File: src/rtl/padd_pkg.sv
package padd_pkg;
  typedef enum logic {
    PH_FETCH = 1'b0,
    PH_ADD   = 1'b1
  } phase_t;

  typedef enum logic {
    OP_PASS = 1'b0,
    OP_SUM  = 1'b1
  } alu_op_t;
endpackage

File: src/rtl/padd_seq.sv
module padd_seq
  import padd_pkg::*;
(
  input  logic   clk,
  input  logic   rst,
  output phase_t phase_o
);
  phase_t phase_q;
  logic   armed_q;

  always_ff @(posedge clk) begin
    if (rst) begin
      phase_q <= PH_FETCH;
      armed_q <= 1'b0;
    end else begin
      phase_q <= (phase_q == PH_FETCH) ? PH_ADD : PH_FETCH;
      armed_q <= 1'b1;
    end
  end

  assign phase_o = phase_q;

  assert_toggle_R2: assert property (@(posedge clk) disable iff (rst || !armed_q)
    phase_q != $past(phase_q));
endmodule

File: src/rtl/padd_alu.sv
module padd_alu
  import padd_pkg::*;
#(
  parameter int WIDTH = 8
) (
  input  alu_op_t          op_i,
  input  logic [WIDTH-1:0] a_i,
  input  logic [WIDTH-1:0] b_i,
  output logic [WIDTH-1:0] y_o
);
  always_comb begin
    unique case (op_i)
      OP_PASS: y_o = a_i;
      OP_SUM:  y_o = a_i + b_i;
      default: y_o = a_i;
    endcase
  end
endmodule

File: src/rtl/padd_dp.sv
module padd_dp
  import padd_pkg::*;
#(
  parameter int WIDTH   = 8,
  parameter int TAP_SEL = 0
) (
  input  logic             clk,
  input  logic             rst,
  input  phase_t           phase_i,
  input  logic [WIDTH-1:0] pin_i,
  input  logic             wr_en_i,
  input  logic [WIDTH-1:0] wr_data_i,
  output logic [WIDTH-1:0] sum_o,
  output logic [WIDTH-1:0] tap_o
);
  logic [WIDTH-1:0] a0_q, a1_q, d0_q, sum_q, tap_q;
  logic [WIDTH-1:0] acc_branch, srca, alu_y;
  alu_op_t          op;
  logic             armed_q;

  // Accumulator side of the source selector; this alone feeds the tap
  generate
    if (TAP_SEL == 0) begin : g_tap_a0
      assign acc_branch = a0_q;
    end else begin : g_tap_a1
      assign acc_branch = a1_q;
    end
  endgenerate

  // Fetch selects the input word, add selects the accumulator
  assign srca = (phase_i == PH_FETCH) ? pin_i : a0_q;
  assign op   = (phase_i == PH_FETCH) ? OP_PASS : OP_SUM;

  padd_alu #(.WIDTH(WIDTH)) u_alu (
    .op_i (op),
    .a_i  (srca),
    .b_i  (d0_q),
    .y_o  (alu_y)
  );

  always_ff @(posedge clk) begin
    if (rst) begin
      a0_q    <= '0;
      a1_q    <= '0;
      d0_q    <= '0;
      sum_q   <= '0;
      tap_q   <= '0;
      armed_q <= 1'b0;
    end else begin
      armed_q <= 1'b1;
      a0_q    <= alu_y;
      tap_q   <= acc_branch;
      if (phase_i == PH_ADD) sum_q <= alu_y;
      if (wr_en_i) d0_q <= wr_data_i;
    end
  end

  assign sum_o = sum_q;
  assign tap_o = tap_q;

  assert_load_R4: assert property (@(posedge clk) disable iff (rst || !armed_q)
    (phase_i == PH_FETCH) |=> (a0_q == $past(pin_i)));
  assert_hold_R4: assert property (@(posedge clk) disable iff (rst || !armed_q)
    (phase_i == PH_FETCH) |=> $stable(sum_q));
  assert_sum_R5: assert property (@(posedge clk) disable iff (rst || !armed_q)
    (phase_i == PH_ADD) |=> (sum_q == WIDTH'($past(a0_q) + $past(d0_q))));
  assert_tap_R7: assert property (@(posedge clk) disable iff (rst || !armed_q)
    1'b1 |=> (tap_q == $past(acc_branch)));
  assert_a1_idle_R7: assert property (@(posedge clk) disable iff (rst || !armed_q)
    1'b1 |=> $stable(a1_q));
  assert_wr_R8: assert property (@(posedge clk) disable iff (rst || !armed_q)
    wr_en_i |=> (d0_q == $past(wr_data_i)));
endmodule

File: src/rtl/padd_top.sv
module padd_top
  import padd_pkg::*;
#(
  parameter int WIDTH   = 8,
  parameter int TAP_SEL = 0
) (
  input  logic             clk,
  input  logic             rst,
  input  logic [WIDTH-1:0] pin_i,
  input  logic             wr_en_i,
  input  logic [WIDTH-1:0] wr_data_i,
  output logic [WIDTH-1:0] sum_o,
  output logic [WIDTH-1:0] tap_o,
  output logic             ready_o
);
  phase_t phase;
  logic   armed_q;

  padd_seq u_seq (
    .clk     (clk),
    .rst     (rst),
    .phase_o (phase)
  );

  padd_dp #(.WIDTH(WIDTH), .TAP_SEL(TAP_SEL)) u_dp (
    .clk       (clk),
    .rst       (rst),
    .phase_i   (phase),
    .pin_i     (pin_i),
    .wr_en_i   (wr_en_i),
    .wr_data_i (wr_data_i),
    .sum_o     (sum_o),
    .tap_o     (tap_o)
  );

  assign ready_o = (phase == PH_FETCH);

  always_ff @(posedge clk) begin
    if (rst) armed_q <= 1'b0;
    else     armed_q <= 1'b1;
  end

  assert_ready_rise_R3: assert property (@(posedge clk) disable iff (rst || !armed_q)
    (phase == PH_ADD) |=> (ready_o && !$stable(sum_o) || ready_o && sum_o == $past(sum_o)
      || ready_o));
  assert_ready_only_R3: assert property (@(posedge clk) disable iff (rst || !armed_q)
    (phase == PH_FETCH) |=> !ready_o);
  assert_reset_R1: assert property (@(posedge clk)
    rst |=> (ready_o && sum_o == '0 && tap_o == '0));
endmodule

File: config.mk
export PLATFORM = sky130hd
export DESIGN_NAME = padd_top
export DESIGN_NICKNAME = d
export VERILOG_FILES = /design/src/rtl/padd_pkg.sv /design/src/rtl/padd_seq.sv /design/src/rtl/padd_alu.sv /design/src/rtl/padd_dp.sv /design/src/rtl/padd_top.sv
export SDC_FILE = /design/constraint.sdc
export NUM_CORES = 1
export LEC_CHECK = 0
export ABC_AREA = 1
export BUFFER_PORTS_ARGS = -buffer_cell sky130_fd_sc_hd__buf_2
export CELL_PAD_IN_SITES_DETAIL_PLACEMENT = 0
export CELL_PAD_IN_SITES_GLOBAL_PLACEMENT = 1
export CORE_MARGIN = 8
export CORE_UTILIZATION = 33
export CTS_CLUSTER_DIAMETER = 40
export CTS_CLUSTER_SIZE = 25
export DETAILED_ROUTE_END_ITERATION = 7
export HOLD_SLACK_MARGIN = 0.12
export PLACE_DENSITY = 0.71
export SLEW_MARGIN = 25
export SYNTH_ARGS = -nofsm -noshare
export SYNTH_HDL_FRONTEND = slang
export SYNTH_HIERARCHICAL = 1
export SYNTH_SLANG_ARGS = --single-unit
File: constraint.sdc
create_clock -name clk -period 2.19 [get_ports clk]
set_input_delay 0.3285 -clock clk [delete_from_list [all_inputs] [get_ports clk]]
set_output_delay 0.3285 -clock clk [all_outputs]
set_load 0.05 [all_outputs]
==> summary.md, run 1 <==
| Metric | Value |
|---|---|
| GRT Total Usage | `10.16%` |
| Setup TNS | `0 ns` |
| DRC | `0` |
| Reg2reg end | `u_dp/sum_o[6]` |
| Slew Viols, Final | `0` |
| CTS clock-pin slew for the worst setup and hold paths | `~0.070 ns` |
| Final Critical Period | `2.043 ns` |
| Leakage power figure | `1.112 nW` |
| Commonest non-fill, non-tap cells in the layout | `63 x nand2_1, 61 x nor2_1, 35 x buf_2` |
| Hold Vio Cnt, Final | `0` |
| Post-route ant nets | `0` |
| Row count | `25` |
| Syn Std Cell Area | `about 0.0016 mm2` |
| Total CTS buffers | `5` |
| Syn_nets | `272` |
| Top cell type's share of synthesized area | `approximately 40%` |
| Die Wd | `86.69 um` |
| Area of the multi-input gates | `810.8 um2` |
| Slew HR | `76.30%` |
| Max-Cap Viols | `0` |
| Crit. End Element | `register` |
| Detail Placement HPWL | `2677 um` |
| Outcome | `completed` |
| Tot Pwr | `roughly 1.7 mW` |
| First DRT Iteration DRCs | `65` |
| P&R area growth vs syn | `25.19%` |
| First-pass GRT wire length | `6037 um` |
| Yosys cell types | `19` |
| Hold crit path type | `input port to register` |
| Clock Latency Late Sink | `0.29 ns` |
| Register area | `approximately 660 um2` |
| Final setup fails | `0` |
| Critical Path Start Type | `register` |
| Hold Path End | `u_dp/d0_q[2]` |
| Vias in the first global route | `roughly 1.4k` |
| Die H | `slightly below 90 um` |
| Reg2reg path depth | `17` |
| IO buf count | `35` |
| Fin crit share | `93.31%` |
| Hold Path Cell Cnt | `5` |
| Clock sink total | `33` |
| Dominant cell type by area after synthesis | `dfxtp_1` |
| Share of layout cells above drive strength 1 | `24.48%` |
| Vias | `1,408` |
| Data required time of the worst path | `about 2.4 ns` |
| Cells after synthesis | `245` |
| Routability cong. | `between 0.8 and 0.9` |
| WL final | `3649 um` |
| HP Start | `wr_data_i[2]` |
| Synth Warn # | `6` |
| WS Path Type | `register to register` |
| Per-cell routed wire length | `10.34 um` |
| Vias per inst | `about 4.0` |
| Root Driver | `clkbuf_8` |
| Worst VDD drop | `0.2570 mV` |
| Cts hold-fix bufs | `0` |
| PD cells | `826.4 mW/mm2` |
| Area contributors post-synth | `dfxtp_1 40%, nand2_1 15%, nor2_1 14%` |
| # IOs | `36` |
| Ant. Diodes | `0` |
| Commonest non-fill, non-tap cell in the layout | `nand2_1` |
| Fillers | `543` |
| Antenna violations before repair | `0` |
| Synth Register Bits | `33` |
| Initial core utilization | `between 30% and 40%` |
| Fin nets | `312` |
| CTS tree | `done` |
| H-tree levels | `2` |
| Core Area | `between 0.004 and 0.005 mm2` |
| Reg2Reg Setup Slack | `0.15 ns` |
| Critical Path AT | `2.23 ns` |
| Die area | `about 0.0075 mm2` |
| Reg-to-reg startpoint | `u_seq/phase_o` |
| Pin count of the biggest net entering global routing | `29` |
| Crit path max fanout | `4` |
| Grt ovf | `0` |
| Worst slew pin tran | `0.3554 ns` |
| Clock skew | `0.005309 ns` |
| Post-synthesis sequential area ratio | `approximately 40%` |
| Top achievable clock speed | `0.4894 GHz` |
| Syn avg cell area | `between 6 and 7 um2` |
| First-pass DRT Iterations | `4` |
| Clock Path Buffers | `2` |
-- final cells by class --
class	instances	area share, %
clock buffer	7	4.182
clock inverter	1	1.455
inverter	38	7.030
multi-input combinational	165	39.27
sequential	33	32.18
tap	67	4.061
timing repair buffer	42	11.82
-- worst max path at each step --
stage	startpoint	to	slack [ns]	cells after the start
after floorplan	u_seq/phase_o	u_dp/sum_o[6]	0.08	18
after global placement	u_seq/phase_o	u_dp/sum_o[6]	0.03	16
after detailed placement	u_seq/phase_o	u_dp/sum_o[6]	0.007	16
after CTS	u_seq/phase_o	u_dp/sum_o[6]	0.005	17
after global routing	u_seq/phase_o	u_dp/sum_o[6]	-0.007	17
final	u_seq/phase_o	u_dp/sum_o[6]	0.15	17
-- sequential cells by signal (all words and copies together) (netlist names) --
signal and cells:
u_dp/tap_o 8, u_dp/a0_q 8, u_dp/d0_q 8, u_seq/phase_o 1, u_dp/sum_o 8
-- per-stage QoR --
stage	setup WS [ns]	cells	hold WS (ns)	area [um2]	utilization [%]
3_3_place_gp	0.02600	343	0.4195	1869	39.06
3_5_place_dp	0.007279	343	0.4215	1869	39.06
4_1_cts	0.004782	351	0.3131	1989	41.57
2_1_floorplan	0.08375	245	0.3952	1649	-
6_report	0.1466	353	0.3255	2064	43.14
5_1_grt	-0.007428	353	0.3492	2064	43.14
-- cells by family after synthesis --
logic type	share of synthesized area, %
xor+xnor	0.5312
simple gates	33.91
buf+inv	14.19
fa+ha+maj	6.525
compound gates	4.780
flops	40.06
-- synth_stat cells, drive strengths merged --
cell	count
inv	38
xnor2	1
o21ai	4
a21oi	11
nor2	62
nand2	66
buf	9
and2	1
ha	7
nand3b	2
fa	1
dfxtp	33
or2	2
nand3	8
-- layer usage --
layer / wire (um) / GRT usage (%) / vias up
met5: 0 / 0 / -
met4: 63 / 4.695 / 0
met3: 237 / 3.970 / 6
met2: 1420 / 14.58 / 32
met1: 1928 / 12.92 / 565
li1: - / - / 805
-- power breakdown --
group	switching, mW	total (mW)	internal [mW]	leakage [nW]
Clock	0.224	0.595	0.371	0.0585
Sequential	0.0210	0.671	0.650	0.274
Combinational	0.285	0.440	0.155	0.780
-- worst max-delay path, stage by stage, from the launching register on --
cell	delay, ns
dfxtp_4	0.36
buf_6	0.13
a21oi_4	0.16
ha_4	0.15
inv_2	0.04
fa_2	0.35
inv_2	0.07
nand2_2	0.05
nand2_1	0.07
nand3b_1	0.11
nand2_1	0.09
nand2_1	0.06
nand3_2	0.07
nand2_2	0.05
inv_2	0.05
nand2_1	0.04
nand2_1	0.05
nor2_1	0.04
-- what timing repair did --
action / in CTS / in global routing
gates resized for setup: 1 / 19
setup buffers: 0 / 2
endpoints found under the setup margin: 1 / 8
hold endpoints to repair: 0 / 0
pin swaps: 0 / 6
No activity file was read; power rests on OpenSTA's default activity.
==> run 2: changes to the inputs <==
--- a/config.mk
+++ b/config.mk
@@ -15,9 +15,8 @@
 export CTS_CLUSTER_SIZE = 25
 export DETAILED_ROUTE_END_ITERATION = 7
 export HOLD_SLACK_MARGIN = 0.12
-export PLACE_DENSITY = 0.71
+export PLACE_DENSITY = 0.72
 export SLEW_MARGIN = 25
 export SYNTH_ARGS = -nofsm -noshare
 export SYNTH_HDL_FRONTEND = slang
-export SYNTH_HIERARCHICAL = 1
 export SYNTH_SLANG_ARGS = --single-unit
==> summary.md, run 2 <==
| Metric | Value |
|---|---|
| Hold crit path type | `input port to register` |
| Post-synthesis sequential area ratio | `45.32%` |
| Ant. Diodes | `0` |
| H-tree levels | `2` |
| Die Wd | `82.46 um` |
| Data required time of the worst path | `2.40 ns` |
| Top cell type's share of synthesized area | `45.32%` |
| Commonest non-fill, non-tap cells in the layout | `56 x nand2_1, 35 x buf_2, 32 x dfxtp_1` |
| Top delay family on crit path | `adder cells` |
| Die area | `0.006800 mm2` |
| Post-layout util | `a little over 40%` |
| Worst slew pin tran | `0.4247 ns` |
| First DRT Iteration DRCs | `46` |
| Total CTS buffers | `5` |
| Top achievable clock speed | `0.5178 GHz` |
| Crit. End Element | `register` |
| Antenna violations before repair | `0` |
| Fin nets | `266` |
| Final Critical Period | `1.931 ns` |
| Outcome | `completed` |
| P&R area growth vs syn | `20.34%` |
| Critical-path cell list | `inv_6 > o21ai_0 > ha_1 > inv_1 > fa_1 > inv_1 > nand2_1 > nand2_1 > a21oi_1 > nand3b_1 > o21ai_0` |
| DRC | `0` |
| Hold Vio Cnt, Final | `0` |
| Dominant cell type by area after synthesis | `dfxtp_1` |
| Syn avg cell area | `7.216 um2` |
| Vias per inst | `~4.4` |
| Grt ovf | `0` |
| WS Path Type | `register to register` |
| Final setup fails | `0` |
| GRT Total Usage | `10.86%` |
| Initial core utilization | `33.95%` |
| Pin count of the biggest net entering global routing | `22` |
| CTS tree | `done` |
| Top-count cell post-synth | `nand2_1` |
| IO buf count | `35` |
| Critical Path Start Type | `register` |
| Synth Register Bits | `33` |
| Max-Cap Viols | `0` |
| Leakage power figure | `0.9332 nW` |
| Fin crit share | `between 80% and 90%` |
| Detail Placement HPWL | `2618 um` |
| Syn Std Cell Area | `0.001458 mm2` |
| Per-cell routed wire length | `11.70 um` |
| Slowest cell delay on critical path | `between 0.4 and 0.5 ns` |
| Row count | `24` |
| Critical Path Slowest Stage Cell | `dfxtp_2` |
| Crit path max fanout | `21` |
| Cells after synthesis | `202` |
| Fraction of registers with async set/reset | `0%` |
| Clock skew | `~0.0056 ns` |
| Main flop type after synthesis | `dfxtp_1` |
| Synth top cells by count | `56 x nand2_1, 33 x dfxtp_1, 26 x inv_1, 26 x nor2_1, 17 x o21ai_0` |
| Fillers | `482` |
| CTS clock-pin slew for the worst setup and hold paths | `0.07 ns` |
| Post-route ant nets | `0` |
| Slew Viols, Final | `0` |
| Synth Warn # | `0` |
| Share of layout cells above drive strength 1 | `about a fifth` |
| Setup TNS | `0 ns` |
| First-pass DRT Iterations | `4` |
| Core Area | `0.004294 mm2` |
| Clock sink total | `33` |
| Critical path buffer and inverter count | `3` |
| Area contributors post-synth | `dfxtp_1 45%, nand2_1 14%, inv_1 6.7%` |
| WL final | `around 3400 um` |
| Syn_nets | `about 230` |
| Worst VDD drop | `0.1965 mV` |
| Root Driver | `clkbuf_8` |
| # IOs | `36` |
| Critical Path AT | `2.14 ns` |
| Yosys cell types | `21` |
| Routability cong. | `0.8502` |
| Vias in the first global route | `around 1.1k` |
| RSZ-0062 raised after global routing | `no` |
| Die H | `82.46 um` |
| Clock Path Buffers | `2` |
| First-pass GRT wire length | `5499 um` |
| Number of flops mapped to enable cells by yosys | `0` |
| Vias | `1,276` |
| PD cells | `811.8 mW/mm2` |
| Slew HR | `71.66%` |
| Commonest non-fill, non-tap cell in the layout | `nand2_1` |
| Clock Latency Late Sink | `0.28 ns` |
==> run 2: cell count changes after synthesis, sizes merged, moves of 4 or more <==
cell	previous run	this run
buf	9	5
inv	38	27
nand2	66	56
nand3	8	12
nor2	62	27
o21ai	4	19
==> run 2: kinds of logic (layout without fill, tap and decap cells) <==
family,Yosys count,after routing,synth area share (%)
AND/OR/NAND/NOR,100,100,28.15
flip-flops,33,33,45.32
AO/OA/AOI/OAI,28,28,9.700
adder cells (fa/ha/maj),8,8,7.382
buffers and inverters,33,71,9.441
==> run 2: stage by stage <==
stage / worst slack, ns / hold WS, ns / cells / power, mW / area, um2
global route: 0.02551 / 0.2665 / 292 / 1.518 / 1754
floorplan: 0.1500 / 0.4031 / 202 / 0.9236 / 1458
global placement: 0.1914 / 0.4180 / 284 / 1.003 / 1665
detailed placement: 0.1467 / 0.4247 / 284 / 1.001 / 1665
finish: 0.2588 / 0.2604 / 292 / 1.424 / 1754
CTS: 0.1088 / 0.2545 / 292 / 1.448 / 1748
==> run 2: worst reg2reg max path, cell delays in order, from the launching register on <==
cell	delay, ns
dfxtp_2	0.41
inv_6	0.09
o21ai_0	0.20
ha_1	0.20
inv_1	0.05
fa_1	0.35
inv_1	0.09
nand2_1	0.07
nand2_1	0.08
a21oi_1	0.06
nand3b_1	0.17
o21ai_0	0.09
==> run 2: layout make-up <==
class                      instances  area (um2)  area share (%)
timing repair buffer              35       175.2           9.986
tap                               52       65.06           3.709
multi-input combinational        136       659.4           37.59
sequential                        33       661.9           37.73
clock buffer                       6       72.57           4.137
clock inverter                     2       10.01          0.5706
inverter                          28       110.1           6.277
==> run 2: timing repair <==
item                       4_1_cts  5_1_grt
buffers inserted                 0        0
resized for setup                0        4
hold buffers                     0        0
setup endpoints to repair        0        9
==> run 2: worst paths after layout <==
kind / cells after the start / slack, ns / from / end
setup / recovery: 11 / 0.26 / u_seq.phase_o / u_dp.a0_q[4]
hold / removal: 3 / 0.26 / wr_data_i[4] / u_dp.d0_q[4]
setup reg to reg: 11 / 0.26 / u_seq.phase_o / u_dp.a0_q[4]
hold reg to reg: 2 / 0.43 / u_dp.a0_q[5] / u_dp.tap_o[5]
==> run 2: per-layer routing <==
metal	vias up	track usage, %	part of all wire (%)
met3	7	2.814	6.5
met1	534	14.51	49
met5	-	0	0
li1	703	-	-
met4	0	6.842	2.5
met2	32	15.11	42
==> run 2: report_power, final <==
group	switching [mW]	internal, mW	total [mW]
Sequential	0.0203	0.649	0.669
Clock	0.215	0.220	0.435
Combinational	0.224	0.0960	0.320
Total	0.459	0.965	1.42
==> run 3: changes to the inputs <==
--- a/config.mk
+++ b/config.mk
@@ -10,12 +10,14 @@
 export CELL_PAD_IN_SITES_DETAIL_PLACEMENT = 0
 export CELL_PAD_IN_SITES_GLOBAL_PLACEMENT = 1
 export CORE_MARGIN = 8
-export CORE_UTILIZATION = 33
+export CORE_UTILIZATION = 39
 export CTS_CLUSTER_DIAMETER = 40
 export CTS_CLUSTER_SIZE = 25
 export DETAILED_ROUTE_END_ITERATION = 7
 export HOLD_SLACK_MARGIN = 0.12
-export PLACE_DENSITY = 0.72
+export PLACE_DENSITY = 0.8
+export REMOVE_ABC_BUFFERS = 1
+export SKIP_CTS_REPAIR_TIMING = 1
 export SLEW_MARGIN = 25
 export SYNTH_ARGS = -nofsm -noshare
 export SYNTH_HDL_FRONTEND = slang
==> constraint.sdc (replaced) <==
create_clock -name clk -period 2.33 [get_ports clk]
set_input_delay 0.3495 -clock clk [delete_from_list [all_inputs] [get_ports clk]]
set_output_delay 0.3495 -clock clk [all_outputs]
set_load 0.05 [all_outputs]
==> summary.md, run 3 (synthesis gave the netlist of run 2 again) <==
| Metric | Value |
|---|---|
| Clock skew | `0.003228 ns` |
| CTS clock-pin slew for the worst setup and hold paths | `0.06 ns` |
| CTS tree | `done` |
| Commonest non-fill, non-tap cell in the layout | `nand2_1` |
| Initial core utilization | `40.12%` |
| RSZ-0062 raised after global routing | `no` |
| Crit. End Element | `register` |
| Hold Path Cell Cnt | `3` |
| Row count | `22` |
| Clock Path Buffers | `2` |
| Root Driver | `clkbuf_8` |
| Tot Pwr | `1.342 mW` |
| WL final | `3282 um` |
| Leakage power figure | `0.9319 nW` |
| # IOs | `36` |
| Ant. Diodes | `0` |
| Routability cong. | `0.8173` |
| Outcome | `completed` |
| Detail Placement HPWL | `~2500 um` |
| Slew Viols, Final | `0` |
| Final setup fails | `0` |
| Worst VDD drop | `~0.30 mV` |
| Die H | `~77 um` |
| GRT Total Usage | `11.86%` |
| Setup crit start | `u_seq.phase_o` |
| H-tree levels | `2` |
| Reg2reg path depth | `11` |
| Hold Vio Cnt, Final | `0` |
| Data required time of the worst path | `2.53 ns` |
| Slew HR | `66.87%` |
| Pin count of the biggest net entering global routing | `22` |
| Commonest non-fill, non-tap cells in the layout | `56 x nand2_1, 35 x buf_2, 33 x dfxtp_1` |
| Post-place instance area | `approximately 0.0017 mm2` |
| WS Path Type | `register to register` |
| Antenna violations before repair | `0` |
| Worst slew pin tran | `0.4951 ns` |
| PD cells | `~770 mW/mm2` |
| Total CTS buffers | `5` |
| Fin crit share | `86.38%` |
| Reg-to-reg startpoint | `u_seq.phase_o` |
| Critical Path AT | `roughly 2.2 ns` |
| Clock sink total | `33` |
| First-pass DRT Iterations | `4` |
| Setup TNS | `0 ns` |
| Fin nets | `between 200 and 300` |
| Vias per inst | `about 4.5` |
| Crit path max fanout | `21` |
| First-pass GRT wire length | `5658 um` |
| Post-route ant nets | `0` |
| IO buf count | `35` |
| Hold crit path type | `input port to register` |
| Die area | `0.005950 mm2` |
| Share of layout cells above drive strength 1 | `18.41%` |
| HP Start | `wr_data_i[6]` |
| DRC | `0` |
| Vias in the first global route | `roughly 1.3k` |
| Top achievable clock speed | `between 0.4 and 0.5 GHz` |
| Die Wd | `77.14 um` |
| Vias | `1,297` |
| Grt ovf | `0` |
| Max-Cap Viols | `0` |
| Final Critical Period | `2.013 ns` |
| P&R area growth vs syn | `20.00%` |
| Finished Cell Area | `0.001749 mm2` |
| First DRT Iteration DRCs | `54` |
| Critical Path Start Type | `register` |
| Core Area | `0.003633 mm2` |
| Per-cell routed wire length | `11.44 um` |
| Clock Latency Late Sink | `0.27 ns` |
[run 3: power breakdown]
group / total [mW] / leakage, nW / switching (mW) / internal (mW)
clock: 0.416 / 0.0443 / 0.182 / 0.234
sequential: 0.629 / 0.273 / 0.0190 / 0.610
combinational: 0.298 / 0.615 / 0.207 / 0.0904
total: 1.34 / 0.932 / 0.408 / 0.934
[run 3: final timing paths]
kind	end	slack, ns
min	u_dp.d0_q[6]	0.30
max	u_dp.a0_q[4]	0.32
min reg2reg	u_dp.tap_o[7]	0.43
max reg2reg	u_dp.a0_q[4]	0.32
[run 3: per-layer routing]
layer	share of wire, %	vias up	track usage [%]
met4	1.9	0	6.792
met1	48	554	13.99
met5	0	-	0
met3	4.5	4	3.846
met2	45	29	18.37
li1	-	710	-
[run 3: layout make-up]
type	instances	area (um2)
clock buffer	7	86.33
fill	416	1884
inverter	28	107.6
multi-input combinational	136	659.4
sequential	33	660.6
tap	48	60.06
timing repair buffer	35	175.2
[run 3: worst max-delay path, cell delays in order (launching register included)]
cell      delay, ns
dfxtp_1        0.44
inv_4          0.14
o21ai_0        0.19
ha_1           0.19
inv_1          0.06
fa_1           0.35
inv_1          0.10
nand2_1        0.08
nand2_1        0.09
a21oi_1        0.06
nand3b_1       0.16
o21ai_0        0.09
[run 3: stage by stage]
step | instances | util, % | setup slack (ns) | hold WS, ns
global route | 287 | 48.14 | 0.04995 | 0.2978
CTS | 287 | 48.07 | 0.2398 | 0.2869
detailed placement | 280 | 45.70 | 0.2604 | 0.4221
floorplan | 197 | - | 0.3323 | 0.4031
finish | 287 | 48.14 | 0.3173 | 0.2953
global placement | 280 | 45.70 | 0.3040 | 0.4217
